### src/rtl/virt_insn_pkg.sv
// Shared encodings for the guest-mode instruction fault classifier.
// Assumes the mode and class codes are fixed by the surrounding decoder.
package virt_insn_pkg;

    localparam int CSR_ADDR_W = 12;

    typedef enum logic [2:0] {
        MD_MACH    = 3'd0,
        MD_HOST_S  = 3'd1,
        MD_USER    = 3'd2,
        MD_GUEST_S = 3'd3,
        MD_GUEST_U = 3'd4
    } priv_mode_t;

    typedef enum logic [2:0] {
        IC_OTHER     = 3'd0,
        IC_REG       = 3'd1,
        IC_HYP_OP    = 3'd2,
        IC_WAIT      = 3'd3,
        IC_SUP_RET   = 3'd4,
        IC_SUP_FENCE = 3'd5
    } insn_cls_t;

    typedef enum logic [2:0] {
        CK_NONE,
        CK_CTR,
        CK_SUP,
        CK_HYP,
        CK_MACH
    } csr_kind_t;

    typedef struct packed {
        logic ill;
        logic vi;
    } fault_t;

endpackage

### src/rtl/vic_csr_decode.sv
// Classifies a control-register address: counter (with one-hot index),
// supervisor, hypervisor/guest copy, machine, or unimplemented.
// Assumes CTR_N <= 32 so that every index fits address bits [4:0].
module vic_csr_decode
    import virt_insn_pkg::*;
#(
    parameter int CTR_N = 32
) (
    input  logic [CSR_ADDR_W-1:0] addr,
    input  logic                  xlen32,
    output csr_kind_t             kind,
    output logic                  read_only,
    output logic                  xlat_reg,
    output logic [CTR_N-1:0]      ctr_sel
);
    logic ctr_low, ctr_high, ctr_window;
    logic impl_low, impl_high;

    assign ctr_low    = (addr[11:5] == 7'h60);
    assign ctr_high   = (addr[11:5] == 7'h64);
    assign ctr_window = ctr_low | (ctr_high & xlen32);
    assign read_only  = (addr[11:10] == 2'b11);
    assign xlat_reg   = (addr == 12'h180) || (addr == 12'h680);

    // One select line per implemented counter index.
    for (genvar i = 0; i < CTR_N; i++) begin : g_ctr
        assign ctr_sel[i] = ctr_window && (addr[4:0] == 5'(i));
    end

    // Marks the implemented low-half (or full-width) non-counter registers.
    always_comb begin
        case (addr)
            12'h100, 12'h104, 12'h105, 12'h106, 12'h140, 12'h141,
            12'h142, 12'h143, 12'h144, 12'h14D, 12'h180,
            12'h200, 12'h204, 12'h205, 12'h240, 12'h241, 12'h242,
            12'h243, 12'h244, 12'h24D, 12'h280,
            12'h300, 12'h301, 12'h306, 12'h340,
            12'h600, 12'h602, 12'h603, 12'h604, 12'h605, 12'h606,
            12'h680, 12'hF14: impl_low = 1'b1;
            default:          impl_low = 1'b0;
        endcase
    end

    // Upper halves exist only with 32-bit registers.
    always_comb begin
        case (addr)
            12'h15D, 12'h25D, 12'h615: impl_high = xlen32;
            default:                   impl_high = 1'b0;
        endcase
    end

    // Resolves the register kind from the index match and privilege field.
    always_comb begin
        if (|ctr_sel) begin
            kind = CK_CTR;
        end else if (!(impl_low || impl_high)) begin
            kind = CK_NONE;
        end else begin
            case (addr[9:8])
                2'b01:   kind = CK_SUP;
                2'b10:   kind = CK_HYP;
                2'b11:   kind = CK_MACH;
                default: kind = CK_NONE;
            endcase
        end
    end

endmodule

### src/rtl/vic_counter_perm.sv
// Applies the layered counter-enable masks for one selected counter.
// Assumes ctr_sel is one-hot or zero; write protection is handled above.
module vic_counter_perm
    import virt_insn_pkg::*;
#(
    parameter int CTR_N = 32
) (
    input  priv_mode_t       mode,
    input  logic [CTR_N-1:0] ctr_sel,
    input  logic [CTR_N-1:0] en_m,
    input  logic [CTR_N-1:0] en_h,
    input  logic [CTR_N-1:0] en_s,
    output fault_t           verdict
);
    logic m_ok, h_ok, s_ok;

    assign m_ok = |(ctr_sel & en_m);
    assign h_ok = |(ctr_sel & en_h);
    assign s_ok = |(ctr_sel & en_s);

    // Machine mask gates illegal; host and supervisor masks gate guest traps.
    always_comb begin
        verdict = '0;
        case (mode)
            MD_HOST_S:  verdict.ill = !m_ok;
            MD_USER:    verdict.ill = !m_ok || !s_ok;
            MD_GUEST_S: begin
                verdict.ill = !m_ok;
                verdict.vi  = m_ok && !h_ok;
            end
            MD_GUEST_U: begin
                verdict.ill = !m_ok;
                verdict.vi  = m_ok && (!h_ok || !s_ok);
            end
            default:    verdict = '0;
        endcase
    end

endmodule

### src/rtl/vic_insn_perm.sv
// Verdict for the non-register instruction classes (hypervisor ops,
// wait-for-interrupt, supervisor return and fence).
// Assumes the wait timeout is handled elsewhere: a wait trap is immediate.
module vic_insn_perm
    import virt_insn_pkg::*;
(
    input  priv_mode_t mode,
    input  insn_cls_t  cls,
    input  logic       wait_trap,
    input  logic       vm_trap,
    input  logic       guest_wait_trap,
    output fault_t     verdict
);
    // Per-class decision table over the privilege modes.
    always_comb begin
        verdict = '0;
        case (cls)
            IC_HYP_OP: begin
                verdict.ill = (mode == MD_USER);
                verdict.vi  = (mode == MD_GUEST_S) || (mode == MD_GUEST_U);
            end
            IC_WAIT: begin
                if (mode != MD_MACH && wait_trap) begin
                    verdict.ill = 1'b1;
                end else begin
                    verdict.ill = (mode == MD_USER);
                    verdict.vi  = (mode == MD_GUEST_U) ||
                                  (mode == MD_GUEST_S && guest_wait_trap);
                end
            end
            IC_SUP_RET: begin
                verdict.ill = (mode == MD_USER);
                verdict.vi  = (mode == MD_GUEST_U);
            end
            IC_SUP_FENCE: begin
                verdict.ill = (mode == MD_USER) || (mode == MD_HOST_S && vm_trap);
                verdict.vi  = (mode == MD_GUEST_U);
            end
            default: verdict = '0;
        endcase
    end

endmodule

### src/rtl/virt_insn_check.sv
// Top: decides per decoded instruction between no fault, a virtual-
// instruction fault and an illegal-instruction fault, registered one cycle
// after the decode strobe. Illegal wins over virtual.
// Assumes inputs are stable around the sampling edge; reset is synchronous.
module virt_insn_check
    import virt_insn_pkg::*;
#(
    parameter int CTR_N = 32
) (
    input  logic                  clk,
    input  logic                  rst_n,
    input  logic                  dec_valid,
    input  logic [2:0]            cur_mode,
    input  logic                  xlen32,
    input  logic [2:0]            insn_class,
    input  logic [CSR_ADDR_W-1:0] csr_addr,
    input  logic                  csr_write,
    input  logic [CTR_N-1:0]      ctr_en_m,
    input  logic [CTR_N-1:0]      ctr_en_h,
    input  logic [CTR_N-1:0]      ctr_en_s,
    input  logic                  wait_trap,
    input  logic                  vm_trap,
    input  logic                  guest_wait_trap,
    output logic                  virt_fault,
    output logic                  illegal_fault
);
    priv_mode_t       mode;
    insn_cls_t        cls;
    csr_kind_t        kind;
    logic             read_only, xlat_reg, ro_wr;
    logic [CTR_N-1:0] ctr_sel;
    fault_t           ctr_v, insn_v, reg_v, pick_v;

    assign mode  = (cur_mode > 3'd4) ? MD_MACH : priv_mode_t'(cur_mode);
    assign cls   = (insn_class > 3'd5) ? IC_OTHER : insn_cls_t'(insn_class);
    assign ro_wr = read_only && csr_write;

    vic_csr_decode #(.CTR_N(CTR_N)) u_dec (
        .addr      (csr_addr),
        .xlen32    (xlen32),
        .kind      (kind),
        .read_only (read_only),
        .xlat_reg  (xlat_reg),
        .ctr_sel   (ctr_sel)
    );

    vic_counter_perm #(.CTR_N(CTR_N)) u_ctr (
        .mode    (mode),
        .ctr_sel (ctr_sel),
        .en_m    (ctr_en_m),
        .en_h    (ctr_en_h),
        .en_s    (ctr_en_s),
        .verdict (ctr_v)
    );

    vic_insn_perm u_ins (
        .mode            (mode),
        .cls             (cls),
        .wait_trap       (wait_trap),
        .vm_trap         (vm_trap),
        .guest_wait_trap (guest_wait_trap),
        .verdict         (insn_v)
    );

    // Register-access verdict by mode and register kind.
    always_comb begin
        reg_v = '0;
        case (mode)
            MD_HOST_S: reg_v.ill = (kind inside {CK_NONE, CK_MACH}) || ro_wr ||
                                   (kind == CK_CTR && ctr_v.ill) ||
                                   (xlat_reg && vm_trap);
            MD_USER:   reg_v.ill = (kind != CK_CTR) || ro_wr || ctr_v.ill;
            MD_GUEST_S: begin
                reg_v.ill = (kind inside {CK_NONE, CK_MACH}) || ro_wr ||
                            (kind == CK_CTR && ctr_v.ill);
                reg_v.vi  = (kind == CK_HYP) || (kind == CK_CTR && ctr_v.vi);
            end
            MD_GUEST_U: begin
                reg_v.ill = (kind inside {CK_NONE, CK_MACH}) || ro_wr ||
                            (kind == CK_CTR && ctr_v.ill);
                reg_v.vi  = (kind inside {CK_SUP, CK_HYP}) ||
                            (kind == CK_CTR && ctr_v.vi);
            end
            default:   reg_v.ill = (kind == CK_NONE) || ro_wr;
        endcase
    end

    // Select the verdict source and let illegal suppress virtual.
    always_comb begin
        pick_v    = (cls == IC_REG) ? reg_v : insn_v;
        pick_v.vi = pick_v.vi && !pick_v.ill;
    end

    // Output register, cleared on reset and when no instruction is valid.
    always_ff @(posedge clk) begin
        if (!rst_n) begin
            virt_fault    <= 1'b0;
            illegal_fault <= 1'b0;
        end else begin
            virt_fault    <= dec_valid && pick_v.vi;
            illegal_fault <= dec_valid && pick_v.ill;
        end
    end

endmodule

### config.mk
export PLATFORM = sky130hd
export DESIGN_NAME = virt_insn_check
export DESIGN_NICKNAME = d
export VERILOG_FILES = /design/src/rtl/virt_insn_pkg.sv /design/src/rtl/vic_csr_decode.sv /design/src/rtl/vic_counter_perm.sv /design/src/rtl/vic_insn_perm.sv /design/src/rtl/virt_insn_check.sv
export SDC_FILE = /design/constraint.sdc
export NUM_CORES = 1
export LEC_CHECK = 0
export BUFFER_PORTS_ARGS = -buffer_cell sky130_fd_sc_hd__clkbuf_2
export CAP_MARGIN = 20
export CORE_MARGIN = 4
export CORE_UTILIZATION = 43
export CTS_BUF_LIST = sky130_fd_sc_hd__clkbuf_16
export CTS_CLUSTER_DIAMETER = 100
export CTS_CLUSTER_SIZE = 25
export DETAILED_ROUTE_END_ITERATION = 6
export GPL_ROUTABILITY_DRIVEN = 1
export PLACE_DENSITY = 0.92
export SKIP_CTS_REPAIR_TIMING = 1
export SLEW_MARGIN = 5
export SYNTH_ARGS = -nofsm -noshare
export SYNTH_HDL_FRONTEND = slang
export SYNTH_SLANG_ARGS = --single-unit
### constraint.sdc
create_clock -name clk -period 3.4 [get_ports clk]
set_input_delay 0.51 -clock clk [delete_from_list [all_inputs] [get_ports clk]]
set_output_delay 0.51 -clock clk [all_outputs]
set_load 0.05 [all_outputs]
==> impl_results.md, run 1 <==
* DRC viols at 0
* Layout cells sized above 1 at a little over a third
* Pre-CTS setup slack at between 500 and 600 ps
* #FFs+latches synth at 2
* Worst-margin pin slew at 759.9 ps
* Die area at roughly 0.0054 mm^2
* Io pins at ~120
* WP data arrival at approximately 2900 ps
* PD cells at 180.6 mW/mm^2
* Placer congestion estimate at 0.9640
* CTS tree: done
* Largest net degree at the start of global routing at 34
* Die Ht at about 73 um
* Initial Util at 45.10%
* Synth cell types at 65
* Antenna violations before repair at 0
* Sum Neg Setup Slack at 0 ps
* Final std cells w/o fill at 445
* Post-Syn Instances at 284
* H-tree levels at 1
* Global Route Usage Sum at 25.13%
* Max Cap Violations at 0
* Vias at 2847
* Tcrit/Tclk final at 79.89%
* Syn-to-layout area delta at 38.56%
* Vias in the first global route at 2573
* Slew headroom at 48.62%
* TritonCTS buffer count at 3
* Leading area contributor after synthesis: mux2i_1
* Routed WL per cell at 16.27 um
* Core ar. at 0.004086 mm^2
* Die width at 73.47 um
* Final #Nets at 523
* Maximum achievable frequency at 368.2 MHz
* Worst hold path type: input port to flop
* Detail Route Antenna Nets at 0
* YS warnings at 0
* Diode count at 0
* First-pass GRT wire length at 11250 um
* Share of the synthesized area in the top cell type at 8.147%
* CP Data Required Time at between 3000 and 4000 ps
* Critical path class: input port to flop
* Mean Syn Cell Area at 6.490 um^2
* PortBufs at 123
* Inst Count DP at 442
* DP HPWL at between 5000 and 6000 um
* Cell Area, Synth at around 0.0018 mm^2
* Maximum vdd drop at between 100 and 150 uV
* Critical path startpoint category: input port
* Grt total ovfl at 0
* Status: completed
* Clk sinks at 2
* Clock buffer depth at 2
* Post-Syn Nets at between 400 and 500
* Root buffer cell: clkbuf_16
* Final Hold Fails at 0
* Final slew viol count at 0
* Setup crit end kind: flop
* RSZ-0062 raised after global routing: false
* Setup violators final at 0
* Row count at 23
* Iter 0 DRT Violations at 388
* EDFF count, synth at 0
* Drt total wl at 7241 um
* Post-synth top flop: dfxtp_1
* Worst-path fanout max at 19
* Asr flop ratio synth at 0%
* Vias per cell at 6.398
* Tmin final at 2716 ps
* Final worst setup slack at 683.8 ps
* Drt pass-1 iters at 5
* Reg clk slew, reported paths at 30 ps
* Sequential share of the synthesized area at 2.172%
* Static leakage at 1.173 nW
* Synth top area cells: mux2i_1 8.1%, nor2b_1 5.1%, a31oi_1 4.8%, nor2_1 4.3%, a21oi_1 4.1%
-- cells by family after synthesis --
kind of cell / Yosys count / synth area share [%]
AND/OR/NAND/NOR: 125 / 38.15
AO/OA/AOI/OAI: 100 / 37.88
adder cells (fa/ha/maj): 4 / 2.716
flip-flops: 2 / 2.173
XOR/XNOR: 1 / 0.4753
buffers and inverters: 32 / 7.400
multiplexers: 20 / 11.20
-- sequential cells by signal, indices dropped and copies added (netlist names) --
register and count:
virt_fault 1, illegal_fault 1
-- through the flow --
| stage | util [%] | hold WS [ps] | instance area, um^2 | total power [mW] |
|---|---|---|---|---|
| floorplan | - | 648.2 | 1843 | 0.1708 |
| detailed placement | 60.66 | 774.1 | 2479 | 0.2820 |
| finish | 62.49 | 557.4 | 2554 | 0.4612 |
| global route | 62.49 | 579.7 | 2554 | 0.4896 |
| global placement | 60.66 | 772.2 | 2479 | 0.2769 |
| CTS | 62.49 | 564.0 | 2554 | 0.4579 |
-- layer usage --
layer	global-route usage [%]	share of wire, %	vias up
li1	-	-	1346
met3	4.514	14	19
met1	32.28	38	1265
met2	43.31	46	217
met4	5.634	1.9	0
met5	0	0	-
-- layout by cell type (no fill, tap or decap), types with 3 or more instances in the layout --
cell	instances
a211oi_1	3
nand4b_1	3
a31oi_1	14
o21ai_0	14
a32o_1	3
o21ai_1	3
clkbuf_16	3
nand2b_1	5
a21oi_1	15
nor2_1	21
clkbuf_2	123
inv_1	7
mux2_1	4
nand3b_1	3
nor3_1	9
nand3_1	15
nor3b_1	4
o32ai_1	5
o221ai_1	3
a22oi_1	5
ha_1	4
buf_4	8
nand4_1	6
nor2b_1	15
nand2_1	20
and3_1	8
mux2i_1	15
o22ai_1	3
o211ai_1	5
-- synthesized netlist by cell type (all sizes together), types with 3 or more instances --
master	count
o221ai	3
nand2	20
nor2	21
nand3	15
nand3b	3
nor3b	4
a31oi	14
ha	4
nor3	9
a22oi	5
nand2b	5
and3	8
inv	9
a32o	3
nand4	7
clkbuf	11
a21oi	15
o211ai	5
mux2	5
mux2i	15
nand4b	3
o32ai	5
buf	12
nor2b	15
o21ai	17
a211oi	3
o311ai	3
o22ai	3
-- cell type report --
type / instances / area [um^2]
Tap cell: 50 / 62.56
Clock buffer: 3 / 75.07
Inverter: 9 / 33.78
Timing Repair Buffer: 131 / 675.6
Sequential cell: 2 / 40.04
Multi-Input combinational cell: 250 / 1667
Fill cell: 360 / 1533
-- worst paths after layout --
kind	from	end	slack, ps	depth (start not counted)
hold / removal	dec_valid	illegal_fault	560	3
setup / recovery	csr_addr[1]	virt_fault	680	9
-- worst max-delay path, cell delays in order --
cell	delay, ps
clkbuf_2	250
or4_4	590
or4_1	480
o221ai_1	90
a311oi_1	90
nand4_2	180
o21ai_1	70
o32ai_1	370
o2111a_1	240
-- where the power goes --
group          switching [mW]  internal, mW  leakage (nW)  total (mW)
Combinational           0.143         0.121          1.12       0.264
Clock                  0.0238         0.149        0.0370       0.173
Sequential           0.000147        0.0242        0.0162      0.0244
(Power assumes the default switching activity.)
==> run 2: changes to the inputs <==
Clock period 3.4 ns to 2.5 ns, I/O delays scaled along.
==> impl_results.md, run 2 (same netlist as run 1, synthesis figures left out) <==
* Setup violators final at 0 (unchanged)
* Slew headroom at 70.48% (was 48.62%)
* Drt pass-1 iters at 6 (was 5)
* Global Route Usage Sum at 25.33% (was 25.13%)
* Tmin final at between 2000 and 2500 ps
* CP dominant cell by count: buf_4
* Worst-margin pin slew at 441.5 ps (was 759.9 ps)
* Power Total at 0.6640 mW (was 0.4612 mW)
* Die width at 73.47 um (unchanged)
* Fillcell total at 342 (was 360)
* Worst path max stage delay at 370 ps (was 590 ps)
* Iter 0 DRT Violations at 331 (was 388)
* Kind of cell adding the most delay to the critical path: compound AO/OA/AOI/OAI gates (was simple AND/OR/NAND/NOR gates)
* PD cells at 241.3 mW/mm^2 (was 180.6 mW/mm^2)
* Grt total ovfl at 0 (unchanged)
* Status: completed (unchanged)
* Core ar. at 0.004086 mm^2 (unchanged)
* Final Hold Fails at 0 (unchanged)
* Slowest CP cell: a311oi_1 (was or4_4)
* Critical path startpoint category: input port (unchanged)
* Worst-path fanout max at 14 (was 19)
* Initial Util at 45.10% (unchanged)
* Root buffer cell: clkbuf_16 (unchanged)
* Antenna violations before repair at 0 (unchanged)
* H-tree levels at 1 (unchanged)
* DP HPWL at 6136 um (was 5927 um)
* CP Cell Sequence: clkbuf_2, buf_4, buf_4, or2_1, o221ai_1, and4_1, a31oi_1, nand4_2, a311oi_1, o32ai_2, o2111a_1 (was clkbuf_2, or4_4, or4_1, o221ai_1, a311oi_1, nand4_2, o21ai_1, o32ai_1, o2111a_1)
* CP Data Required Time at 2600 ps (was 3560 ps)
* Multi-input gate area at 0.001684 mm^2 (was 0.001667 mm^2)
* Static leakage at 1.287 nW (was 1.173 nW)
* Largest registers: illegal_fault: 1 flops, virt_fault: 1 flops (unchanged)
* Setup crit end kind: flop (unchanged)
* Worst hold path type: input port to flop (unchanged)
* Reg area at 40.04 um^2 (unchanged)
* Detail Route Antenna Nets at 0 (unchanged)
* Reg clk slew, reported paths at 30 ps (about the same)
* PortBufs at 123 (unchanged)
* Clk sinks at 2 (unchanged)
* Vias at 2981 (was 2847)
* Die Ht at 73.47 um (unchanged)
* Final #Nets at 542 (was 523)
* Final slew viol count at 0 (unchanged)
* Commonest non-fill, non-tap cell in the layout: clkbuf_2 (unchanged)
* Crit path buf inv count at 3 (was 1)
* Routed WL per cell at 16.32 um (was 16.27 um)
* Max Cap Violations at 0 (unchanged)
* Placer congestion estimate at 0.9017 (was 0.9640)
* Die area at 0.005398 mm^2 (unchanged)
* CTS tree: done (unchanged)
* Maximum achievable frequency at roughly 420 MHz
* Cell area after layout at 0.002751 mm^2 (was 0.002554 mm^2)
* Placed Instance Area at 0.002659 mm^2 (was 0.002479 mm^2)
* Row count at 23 (unchanged)
* Diode count at 0 (unchanged)
* Layout cells sized above 1 at 39.37% (was 35.70%)
* Clock buffer depth at 2 (unchanged)
* Commonest non-fill, non-tap cells in the layout: 123 x clkbuf_2, 24 x buf_4, 20 x nor2_1, 20 x nand2_1 (was 123 x clkbuf_2, 21 x nor2_1, 20 x nand2_1)
* Vias per cell at 6.425 (was 6.398)
* Drt total wl at 7574 um (was 7241 um)
* Largest net degree at the start of global routing at 34 (unchanged)
* Syn-to-layout area delta at 49.29% (was 38.56%)
* First-pass GRT wire length at 11210 um (was 11250 um)
* Maximum vdd drop at 135.0 uV (was 133.6 uV)
* TritonCTS buffer count at 3 (unchanged)
* Critical path class: input port to flop (unchanged)
* DRC viols at 0 (unchanged)
* RSZ-0062 raised after global routing: false (unchanged)
* Tcrit/Tclk final at 95.27%
* Vias in the first global route at 2656 (was 2573)
* WP data arrival at 2480 ps (was 2870 ps)
* Io pins at 124 (unchanged)
[run 2: area by class of cell]
class / count / share of cell area (%)
Clock buffer: 3 / 2.729
Inverter: 9 / 1.228
Multi-Input combinational cell: 250 / 61.21
Sequential cell: 2 / 1.455
Tap cell: 50 / 2.274
Timing Repair Buffer: 150 / 31.11
[run 2: worst paths after layout]
kind / startpoint / to / cells after the start
max: csr_addr[1] / virt_fault / 11
min: dec_valid / illegal_fault / 3
[run 2: routing by layer]
layer  routed length, um  GRT usage (%)
met1                2905          32.03
met2                3489          43.01
met3                 906          3.967
met4                 273          9.054
met5                   0              0
[run 2: stage by stage]
step / hold WS [ps] / worst slack, ps / instances / util [%] / TNS [ps]
global route: 445.0 / 53.89 / 464 / 67.33 / 0
CTS: 407.9 / 85.80 / 464 / 66.90 / 0
finish: 402.8 / 118.1 / 464 / 67.33 / 0
floorplan: 513.2 / 68.12 / 284 / - / 0
global placement: 625.6 / -44.51 / 461 / 65.06 / -44.51
detailed placement: 634.1 / -130.3 / 461 / 65.06 / -177.7
[run 2: report_power, final]
part,internal (mW),switching [mW],total [mW]
sequential,0.0330,0.000177,0.0331
combinational,0.190,0.204,0.394
clock,0.203,0.0339,0.237
